### src/rtl/atten_ctl_pkg.sv
`timescale 1ns/1ps
package atten_ctl_pkg;

   typedef enum logic [1:0] {
      BOOT_SERIAL  = 2'd0,
      BOOT_LATCHED = 2'd1,
      BOOT_DIRECT  = 2'd2
   } boot_mode_e;

   function automatic boot_mode_e classify_boot(input logic serial_sel, input logic strobe);
      if (serial_sel)
         return BOOT_SERIAL;
      else if (strobe)
         return BOOT_DIRECT;
      else
         return BOOT_LATCHED;
   endfunction

endpackage

### src/rtl/atten_pin_sync.sv
`timescale 1ns/1ps
module atten_pin_sync #(
   parameter int W      = 8,
   parameter int STAGES = 2
) (
   input  logic         clk,
   input  logic         rst_n,
   input  logic [W-1:0] d,
   output logic [W-1:0] q
);

   generate
      if (STAGES == 0) begin : g_bypass
         assign q = d;
      end else begin : g_flops
         logic [STAGES-1:0][W-1:0] pipe;
         always_ff @(posedge clk or negedge rst_n) begin
            if (!rst_n) begin
               pipe <= '0;
            end else begin
               pipe[0] <= d;
               for (int i = 1; i < STAGES; i++)
                  pipe[i] <= pipe[i-1];
            end
         end
         assign q = pipe[STAGES-1];
      end
   endgenerate

endmodule

### src/rtl/atten_boot_seq.sv
`timescale 1ns/1ps
module atten_boot_seq
   import atten_ctl_pkg::*;
#(
   parameter int SETTLE_CYC    = 3,
   parameter int PUP_DELAY_CYC = 40000
) (
   input  logic       clk,
   input  logic       rst_n,
   input  logic       serial_sel,
   input  logic       strobe,
   output logic       boot_done,
   output boot_mode_e boot_mode,
   output logic       pup_hold
);

   localparam int SW = $clog2(SETTLE_CYC + 1);
   localparam int DW = $clog2(PUP_DELAY_CYC + 1);

   logic [SW-1:0] settle_cnt;
   logic [DW-1:0] dly_cnt;
   logic          dly_done;

   always_ff @(posedge clk or negedge rst_n) begin
      if (!rst_n) begin
         settle_cnt <= '0;
         boot_done  <= 1'b0;
         boot_mode  <= BOOT_LATCHED;
      end else if (!boot_done) begin
         if (settle_cnt == SW'(SETTLE_CYC - 1)) begin
            boot_done <= 1'b1;
            boot_mode <= classify_boot(serial_sel, strobe);
         end else begin
            settle_cnt <= settle_cnt + 1'b1;
         end
      end
   end

   always_ff @(posedge clk or negedge rst_n) begin
      if (!rst_n) begin
         dly_cnt  <= '0;
         dly_done <= 1'b0;
      end else if (boot_done && boot_mode == BOOT_DIRECT && !dly_done) begin
         if (dly_cnt == DW'(PUP_DELAY_CYC - 1))
            dly_done <= 1'b1;
         else
            dly_cnt <= dly_cnt + 1'b1;
      end
   end

   assign pup_hold = boot_done && (boot_mode == BOOT_DIRECT) && !dly_done;

endmodule

### src/rtl/atten_state_sel.sv
`timescale 1ns/1ps
module atten_state_sel #(
   parameter int ATT_W = 7
) (
   input  logic             clk,
   input  logic             rst_n,
   input  logic             boot_done,
   input  logic             pup_hold,
   input  logic             serial_sel,
   input  logic             strobe,
   input  logic             ser_load,
   input  logic [ATT_W-1:0] pins,
   input  logic [ATT_W-1:0] ser_att,
   output logic [ATT_W-1:0] state
);

   localparam logic [ATT_W-1:0] ATT_MAX = {ATT_W{1'b1}};

   always_ff @(posedge clk or negedge rst_n) begin
      if (!rst_n) begin
         state <= ATT_MAX;
      end else if (!boot_done || pup_hold) begin
         state <= ATT_MAX;
      end else if (serial_sel) begin
         if (ser_load)
            state <= ser_att;
      end else if (strobe) begin
         state <= pins;
      end
   end

endmodule

### src/rtl/atten_seq_guard.sv
`timescale 1ns/1ps
module atten_seq_guard #(
   parameter int ATT_W = 7
) (
   input  logic             clk,
   input  logic             rst_n,
   input  logic             boot_done,
   input  logic             serial_sel,
   input  logic             ser_load,
   input  logic             to_pin_mode,
   input  logic [ATT_W-1:0] pins,
   input  logic             ser_top,
   output logic             seq_done,
   output logic             fault
);

   logic top_stored;

   always_ff @(posedge clk or negedge rst_n) begin
      if (!rst_n) begin
         top_stored <= 1'b1;
         seq_done   <= 1'b0;
      end else if (ser_load) begin
         top_stored <= ser_top;
         if (!ser_top)
            seq_done <= 1'b1;
      end
   end

   always_ff @(posedge clk or negedge rst_n) begin
      if (!rst_n) begin
         fault <= 1'b0;
      end else begin
         if (to_pin_mode && (!seq_done || top_stored))
            fault <= 1'b1;
         if (boot_done && serial_sel && !seq_done && (pins != '0))
            fault <= 1'b1;
      end
   end

endmodule

### src/rtl/atten_mode_ctl.sv
`timescale 1ns/1ps
module atten_mode_ctl
   import atten_ctl_pkg::*;
#(
   parameter int ATT_W         = 7,
   parameter int SYNC_STAGES   = 2,
   parameter int PUP_DELAY_CYC = 40000
) (
   input  logic             clk,
   input  logic             rst_n,
   input  logic             mode_serial,
   input  logic             load_strobe,
   input  logic [ATT_W-1:0] pin_code,
   input  logic [ATT_W:0]   shift_word,
   output logic [ATT_W-1:0] att_code,
   output logic             seq_fault
);

   localparam int WORD_W     = ATT_W + 1;
   localparam int BUS_W      = 2 + ATT_W + WORD_W;
   localparam int SETTLE_CYC = SYNC_STAGES + 1;

   generate
      if (ATT_W < 1 || ATT_W > 12) begin : g_bad_width
         $error("atten_mode_ctl: ATT_W must be 1..12");
      end
      if (SYNC_STAGES < 0 || SYNC_STAGES > 4) begin : g_bad_sync
         $error("atten_mode_ctl: SYNC_STAGES must be 0..4");
      end
      if (PUP_DELAY_CYC < 1) begin : g_bad_delay
         $error("atten_mode_ctl: PUP_DELAY_CYC must be at least 1");
      end
   endgenerate

   logic [BUS_W-1:0]  raw_bus;
   logic [BUS_W-1:0]  sync_bus;
   logic              ps_s;
   logic              le_s;
   logic [ATT_W-1:0]  pins_s;
   logic [WORD_W-1:0] ser_s;
   logic              le_prev;
   logic              ps_prev;
   logic              boot_done;
   boot_mode_e        boot_mode;
   logic              pup_hold;
   logic              ser_load;
   logic              to_pin_mode;
   logic              seq_done;

   assign raw_bus = {mode_serial, load_strobe, pin_code, shift_word};

   atten_pin_sync #(
      .W      (BUS_W),
      .STAGES (SYNC_STAGES)
   ) i_sync (
      .clk   (clk),
      .rst_n (rst_n),
      .d     (raw_bus),
      .q     (sync_bus)
   );

   assign ps_s   = sync_bus[BUS_W-1];
   assign le_s   = sync_bus[BUS_W-2];
   assign pins_s = sync_bus[BUS_W-3 -: ATT_W];
   assign ser_s  = sync_bus[WORD_W-1:0];

   always_ff @(posedge clk or negedge rst_n) begin
      if (!rst_n) begin
         le_prev <= 1'b0;
         ps_prev <= 1'b0;
      end else begin
         le_prev <= le_s;
         ps_prev <= ps_s;
      end
   end

   assign ser_load    = boot_done && ps_s && le_s && !le_prev;
   assign to_pin_mode = boot_done && !ps_s && ps_prev;

   atten_boot_seq #(
      .SETTLE_CYC    (SETTLE_CYC),
      .PUP_DELAY_CYC (PUP_DELAY_CYC)
   ) i_boot (
      .clk        (clk),
      .rst_n      (rst_n),
      .serial_sel (ps_s),
      .strobe     (le_s),
      .boot_done  (boot_done),
      .boot_mode  (boot_mode),
      .pup_hold   (pup_hold)
   );

   atten_state_sel #(
      .ATT_W (ATT_W)
   ) i_sel (
      .clk        (clk),
      .rst_n      (rst_n),
      .boot_done  (boot_done),
      .pup_hold   (pup_hold),
      .serial_sel (ps_s),
      .strobe     (le_s),
      .ser_load   (ser_load),
      .pins       (pins_s),
      .ser_att    (ser_s[ATT_W-1:0]),
      .state      (att_code)
   );

   atten_seq_guard #(
      .ATT_W (ATT_W)
   ) i_guard (
      .clk         (clk),
      .rst_n       (rst_n),
      .boot_done   (boot_done),
      .serial_sel  (ps_s),
      .ser_load    (ser_load),
      .to_pin_mode (to_pin_mode),
      .pins        (pins_s),
      .ser_top     (ser_s[WORD_W-1]),
      .seq_done    (seq_done),
      .fault       (seq_fault)
   );

endmodule

### config.mk
export PLATFORM = sky130hd
export DESIGN_NAME = atten_mode_ctl
export DESIGN_NICKNAME = d
export VERILOG_FILES = /design/src/rtl/atten_ctl_pkg.sv /design/src/rtl/atten_pin_sync.sv /design/src/rtl/atten_boot_seq.sv /design/src/rtl/atten_state_sel.sv /design/src/rtl/atten_seq_guard.sv /design/src/rtl/atten_mode_ctl.sv
export SDC_FILE = /design/constraint.sdc
export NUM_CORES = 1
export LEC_CHECK = 0
export BUFFER_PORTS_ARGS = -buffer_cell sky130_fd_sc_hd__buf_2
export CORE_MARGIN = 2
export CORE_UTILIZATION = 55
export CTS_BUF_LIST = sky130_fd_sc_hd__clkbuf_4 sky130_fd_sc_hd__clkbuf_8 sky130_fd_sc_hd__clkbuf_16
export CTS_CLUSTER_SIZE = 12
export DETAILED_ROUTE_END_ITERATION = 8
export GPL_ROUTABILITY_DRIVEN = 0
export PLACE_DENSITY = 0.75
export SYNTH_ARGS = -nofsm -noshare
export SYNTH_HDL_FRONTEND = slang
export SYNTH_HIERARCHICAL = 1
export SYNTH_SLANG_ARGS = --single-unit
### constraint.sdc
create_clock -name clk -period 4.51 [get_ports clk]
set_input_delay 0.6765 -clock clk [delete_from_list [all_inputs] [get_ports clk]]
set_output_delay 0.6765 -clock clk [all_outputs]
set_load 0.005 [all_outputs]
==> impl_metrics.csv, run 1 <==
group,metric,value,unit
setup_path,crit_fanout,8,
power_and_ir_drop,power.switching,0.319,mW
setup_path,critical_path_buf_inv_count,0,
layout,fillers,364,
grt,grt_max_degree,69,
logic_synthesis,post-synth-top-area-cell,"dfrtp_1",
grt,grt_pass1_vias,1435,
detailed_routing,routed_wl,3970,µm
clocking,clk_latency,340,ps
power_and_ir_drop,sw_frac_of_total,23.2,%
logic_synthesis,synth_top_cell_area_share,56.6,%
logic_synthesis,synthTopCellsByCount,"dfrtp_1, buf_4, nand2_1, dfstp_2, xor2_1",
grt,grt_pass1_wl,6630,µm
status,status,"complete, no violations",
logic_synthesis,synth-main-ff-cell,"dfrtp_1",
clocking,post-cts-setup-buffers,0,
floorplan,core_region_area,0.00466,mm²
timing,period_needed,2150,ps
logic_synthesis,ys_top_cells_by_area,"dfrtp_1, dfstp_2, buf_4",
clocking,numCtsBuffers,9,
setup_path,crit_path_end_kind,"flop",
logic_synthesis,ys_types,41,
detailed_routing,drt-initial-drc-count,54,
timing,maxSlewViolCount,0,
placed_design,io_buffers,26,
setup_path,slowest_delay,570,ps
logic_synthesis,synth_area_per_cell,13.8,µm²
setup_path,crit_required,4720,ps
power_and_ir_drop,seqPwrFrac,51.8,%
setup_path,cp_slowest_cell,"or4b_4",
layout,syn_to_final_growth,11.1,%
floorplan,die_h,72.9,µm
logic_synthesis,synth_edf_count,0,
layout,num_antenna_cells,0,
detailed_routing,vias,1396,
power_and_ir_drop,peakVddDrop,0.382,mV
timing,fin_worst_skew,7.14,ps
power_and_ir_drop,power,1.38,mW
logic_synthesis,yosysWarnings,6,
timing,rsz0062_at_grt,"no",
logic_synthesis,synth_seq_cells,68,
setup_path,arrival,2360,ps
floorplan,start_util,56.0,%
layout,drive_gt1_share,33.0,%
clocking,cts.sinks,68,
clocking,clockRootBuffer,"clkbuf_8",
timing,finalHoldViolCount,0,
placed_design,place_ws,2400,ps
grt,grt_use_total,17.0,%
power_and_ir_drop,p_leak,1.38,nW
layout,final_area,0.00290,mm²
detailed_routing,ant_nets,0,
placed_design,place_area,0.00267,mm²
clocking,clockBufferDepth,2,
setup_path,r2r_slack,2360,ps
clocking,ctsResizeCount,0,
logic_synthesis,postSynth.asyncResetShare,100,%
setup_path,crit_start,"i_boot/dly_cnt[8]",
logic_synthesis,yosysMostFrequentCell,"dfrtp_1",
clocking,cts_hold_buf,0,
detailed_routing,dr.pass1.iters,5,
detailed_routing,vias_per_cell,5.25,
detailed_routing,wire_per_inst,14.9,µm
detailed_routing,drcViolationCount,0,
logic_synthesis,seq_area_frac_synth,65.7,%
floorplan,pin_count,27,
timing,whs,350,ps
power_and_ir_drop,p_clk_share,40.8,%
timing,setup_viol_count_final,0,
setup_path,critPathLaunchType,"flop",
grt,antenna_found_initial,0,
placed_design,dpl.hpwl,2650,µm
clocking,h-tree-depth,3,
grt,grt_overflow_total,0,
floorplan,dieWidth,72.9,µm
timing,finalCritPeriodShare,47.6,%
power_and_ir_drop,internal-power,1.06,mW
clocking,clk_pin_slew_worst_paths,70,ps
timing,clock.fmax,465,MHz
power_and_ir_drop,pwr-share-comb,7.4,%
setup_path,r2r-start,"i_boot/dly_cnt[8]",
clocking,cts_tree,"done",
setup_path,worst-setup-path-type,"flop to flop",
setup_path,crit_family,"simple AND/OR/NAND/NOR gates",
job,maxCapViolCount,0,
floorplan,rows,25,
logic_synthesis,synth_cells,189,
logic_synthesis,syn_nets,210,
layout,nNetsFinal,228,
timing,relSlewSlack,46.5,%
power_and_ir_drop,p_per_area,474,mW/mm²
floorplan,die_area,0.00531,mm²
logic_synthesis,syn-cell-area,0.00261,mm²
timing,worst_slack,2360,ps
timing,tns,0,ps
worst_hold_path,hold_path_class,"flop to flop",
timing,tightest_slew,803,ps
setup_path,cp_cell_sequence,"or4b_4 > nor4_4 > nand2b_2 > mux2_1",
worst_hold_path,hold_start,"i_sync/g_flops.pipe[6]",
[sequential cells by signal, summed over array words and instances (netlist names), 2 cells and up]
signal and flops:
i_boot/boot_mode 2, i_boot/dly_cnt 16, i_boot/settle_cnt 2, i_sel/state 7, i_sync/g_flops.pipe 17, i_sync/q 17
[per-layer routing]
metal	part of all wire [%]	track usage [%]	vias up	routed length, µm
met5	0	0	-	0
met4	1.2	5.97	0	46
met3	6.4	7.73	6	254
met2	48	26.0	45	1920
met1	44	21.4	689	1740
li1	-	-	656	-
[area by class of cell]
class                           instances  area, µm²  area share [%]
Tap cell                               54       67.6            2.33
Clock buffer                           10        138            4.75
Timing Repair Buffer                   27        138            4.75
Inverter                                6       22.5           0.777
Clock inverter                          6       95.1            3.28
Multi-Input combinational cell         95        726            25.0
Sequential cell                        68       1710            59.1
[path summary, 6_finish.rpt]
path,endpoint,cells past startpoint
max in group asynchronous,i_boot/dly_cnt[13],2
worst max register to register,i_boot/dly_cnt[1],4
worst min register to register,i_sync/q[6],0
min in group asynchronous,i_boot/settle_cnt[1],2
worst max-delay path,i_boot/dly_cnt[1],4
worst min-delay path,i_sync/q[6],0
[kinds of logic (layout without fill, tap and decap cells)]
| logic type | after synthesis | count (layout) | share of synthesized area (%) |
|---|---|---|---|
| AOI/OAI and AO/OA | 8 | 8 | 2.01 |
| xor gates and xnor gates | 15 | 15 | 5.04 |
| adders and majority gates | 2 | 2 | 0.959 |
| buffers and inverters | 26 | 49 | 6.52 |
| DFF | 68 | 68 | 65.7 |
| muxes | 17 | 17 | 6.95 |
| and+or+nand+nor | 53 | 53 | 12.9 |
[layout by cell type, fill, tap and decap left out, types with 2 or more instances in the layout]
cell type / count
or4b_4: 2
a21o_1: 3
xnor2_1: 6
dfrtp_1: 59
bufinv_16: 2
clkbuf_8: 10
nand3_1: 2
dfstp_2: 9
ha_1: 2
or2_2: 2
o31ai_1: 2
o21ai_0: 2
xor2_1: 9
mux2_2: 8
or4_1: 2
mux2i_1: 8
nor4_1: 2
nor3_1: 4
nor2_1: 4
buf_2: 26
nand4_1: 4
nand2b_1: 3
clkinv_4: 3
inv_1: 5
nand2_1: 15
[power groups by stage]
| stage | clock (mW) | combinational [mW] | sequential, mW |
|---|---|---|---|
| after floorplan | 0 | 0.0736 | 0.712 |
| after global routing | 0.600 | 0.114 | 0.719 |
| after detailed placement | 0 | 0.104 | 0.723 |
| final | 0.561 | 0.102 | 0.713 |
| after global placement | 0 | 0.0972 | 0.720 |
| after CTS | 0.576 | 0.104 | 0.713 |
[worst register-to-register path, stage by stage (launching register included)]
cell and delay [ps]:
dfrtp_1 440, or4b_4 570, nor4_4 470, nand2b_2 230, mux2_1 320
[metrics by stage]
step / util, % / std cells
2_1_floorplan: - / 189
3_3_place_gp: 57.2 / 250
3_5_place_dp: 57.2 / 250
4_1_cts: 62.2 / 266
5_1_grt: 62.2 / 266
6_report: 62.2 / 266
Power figures use the tool's default switching activity.
==> inputs of run 2 (changes only) <==
Settings changed: CORE_UTILIZATION 55 to 52.
Clock period 4.51 ns to 1.75 ns, I/O delays scaled along.
==> run 2 against run 1 <==
The flow now finishes with violations (negative setup slack). Cell count up 20%. Combinational power rose to 4.4 times the previous value. Die area up 5.5%. Flip-flop and latch count unchanged. Largest power group unchanged. Count of clock-buffer cells in the layout down 1.
==> impl_metrics.csv, run 2 (same netlist as run 1, synthesis figures left out) <==
group,metric,value,unit
timing,relSlewSlack,70.2,%
worst_hold_path,hold_path_class,"primary input to flop",
status,status,"finished, violations left",
detailed_routing,drt-initial-drc-count,55,
grt,antenna_found_initial,0,
setup_path,r2r-start,"i_boot/dly_cnt[13]",
setup_path,critPathLaunchType,"flop",
timing,period_needed,1820,ps
clocking,h-tree-depth,3,
worst_hold_path,hold_depth,1,
floorplan,pin_count,27,
layout,num_antenna_cells,0,
layout,syn_to_final_growth,26.8,%
detailed_routing,routed_wl,4650,µm
floorplan,dieWidth,74.8,µm
placed_design,place_ws,-71.2,ps
setup_path,crit_start,"i_boot/dly_cnt[13]",
layout,mostFrequentLayoutCell,"dfrtp_1",
setup_path,crit-reg2reg-capture,"i_boot/dly_cnt[1]",
timing,clock.fmax,551,MHz
detailed_routing,vias,1550,
layout,stdcell_count,319,
layout,fillers,331,
detailed_routing,vias_per_cell,4.86,
timing,worst_slack,-66.5,ps
detailed_routing,wire_per_inst,14.6,µm
clocking,clk_latency,350,ps
grt,grt_pass1_wl,7420,µm
placed_design,dpl.hpwl,2860,µm
setup_path,crit_required,1990,ps
setup_path,rr_worst_depth,4,
timing,finalCritPeriodShare,104,%
setup_path,arrival,2050,ps
setup_path,worst-setup-path-type,"flop to flop",
status,violations,"negative setup slack",
clocking,clockRootBuffer,"clkbuf_8",
setup_path,r2r_slack,-70,ps
layout,nNetsFinal,268,
placed_design,io_buffers,26,
timing,rsz0062_at_grt,"yes",
detailed_routing,ant_nets,0,
clocking,clk_pin_slew_worst_paths,80,ps
floorplan,start_util,54.5,%
timing,setup_viol_count_final,6,
grt,grt_pass1_vias,1618,
timing,tns,-112,ps
floorplan,die_h,74.8,µm
timing,whs,25.3,ps
floorplan,die_area,0.00560,mm²
power_and_ir_drop,p_leak,1.56,nW
timing,finalHoldViolCount,0,
floorplan,core_region_area,0.00479,mm²
grt,grt_overflow_total,0,
detailed_routing,drcViolationCount,0,
clocking,cts_tree,"done",
layout,drive_gt1_share,41.7,%
setup_path,crit_end,"i_boot/dly_cnt[1]",
setup_path,crit_fanout,2,
clocking,clockBufferDepth,2,
power_and_ir_drop,peakVddDrop,0.792,mV
timing,fin_worst_skew,7.88,ps
floorplan,rows,25,
timing,tightest_slew,448,ps
clocking,numCtsBuffers,9,
detailed_routing,dr.pass1.iters,6,
clocking,cts.sinks,68,
setup_path,crit_path_end_kind,"flop",
job,maxCapViolCount,0,
power_and_ir_drop,p_per_area,1080,mW/mm²
layout,final_cell_mix,"dfrtp_1, buf_2, buf_4",
power_and_ir_drop,power,3.57,mW
grt,grt_max_degree,32,
placed_design,dp.cells,284,
timing,maxSlewViolCount,0,
grt,grt_use_total,19.2,%
run 2: cell type report:
type                    count  area [µm²]  area share, %
multi-input cells          95         793           24.0
flip-flops and latches     68        1710           51.8
clock buffers               9         124           3.75
repair buffers             67         490           14.8
inverters                   6        22.5          0.681
well taps                  67        83.8           2.53
clock inverters             7        80.1           2.42
run 2: worst min-delay path by stage:
| stage | startpoint | end | slack (ps) |
|---|---|---|---|
| floorplan | rst_n | i_boot/boot_done | -30 |
| global placement | rst_n | i_sync/q[15] | 240 |
| detailed placement | rst_n | i_sync/q[15] | 230 |
| CTS | mode_serial | i_sync/g_flops.pipe[16] | 5 |
| global route | shift_word[7] | i_sync/g_flops.pipe[7] | 0.8 |
| finish | shift_word[7] | i_sync/g_flops.pipe[7] | 30 |
run 2: power breakdown:
part           internal, mW  leakage [nW]  switching (mW)  total [mW]
combinational         0.259         0.659           0.185       0.444
sequential             1.73         0.805          0.0853        1.82
clock                 0.677        0.0973           0.635        1.31
total                  2.67          1.56           0.905        3.57
run 2: timing repair:
action                     4_1_cts  5_1_grt
setup endpoints to repair        7       17
hold buffers                    15        1
buffers inserted                 1        2
hold endpoints to repair        24        1
pin swaps                        3        1
resized for setup                6        4
run 2: per-stage QoR:
step	utilization, %	area [µm²]
after global routing	69.1	3310
after floorplan	-	2620
final	69.1	3310
after detailed placement	59.8	2860
after CTS	68.3	3270
after global placement	59.8	2860
run 2: layer usage:
layer | GRT usage (%) | wire (µm)
met1 | 22.9 | 1910
met3 | 7.50 | 230
met4 | 12.5 | 67
met5 | 0 | 0
met2 | 29.0 | 2440
run 2: worst max-delay path, stage by stage (launching register included):
cell	delay, ps
dfrtp_1	380
or4b_4	550
nor4_4	310
nand2b_4	180
mux2_4	290
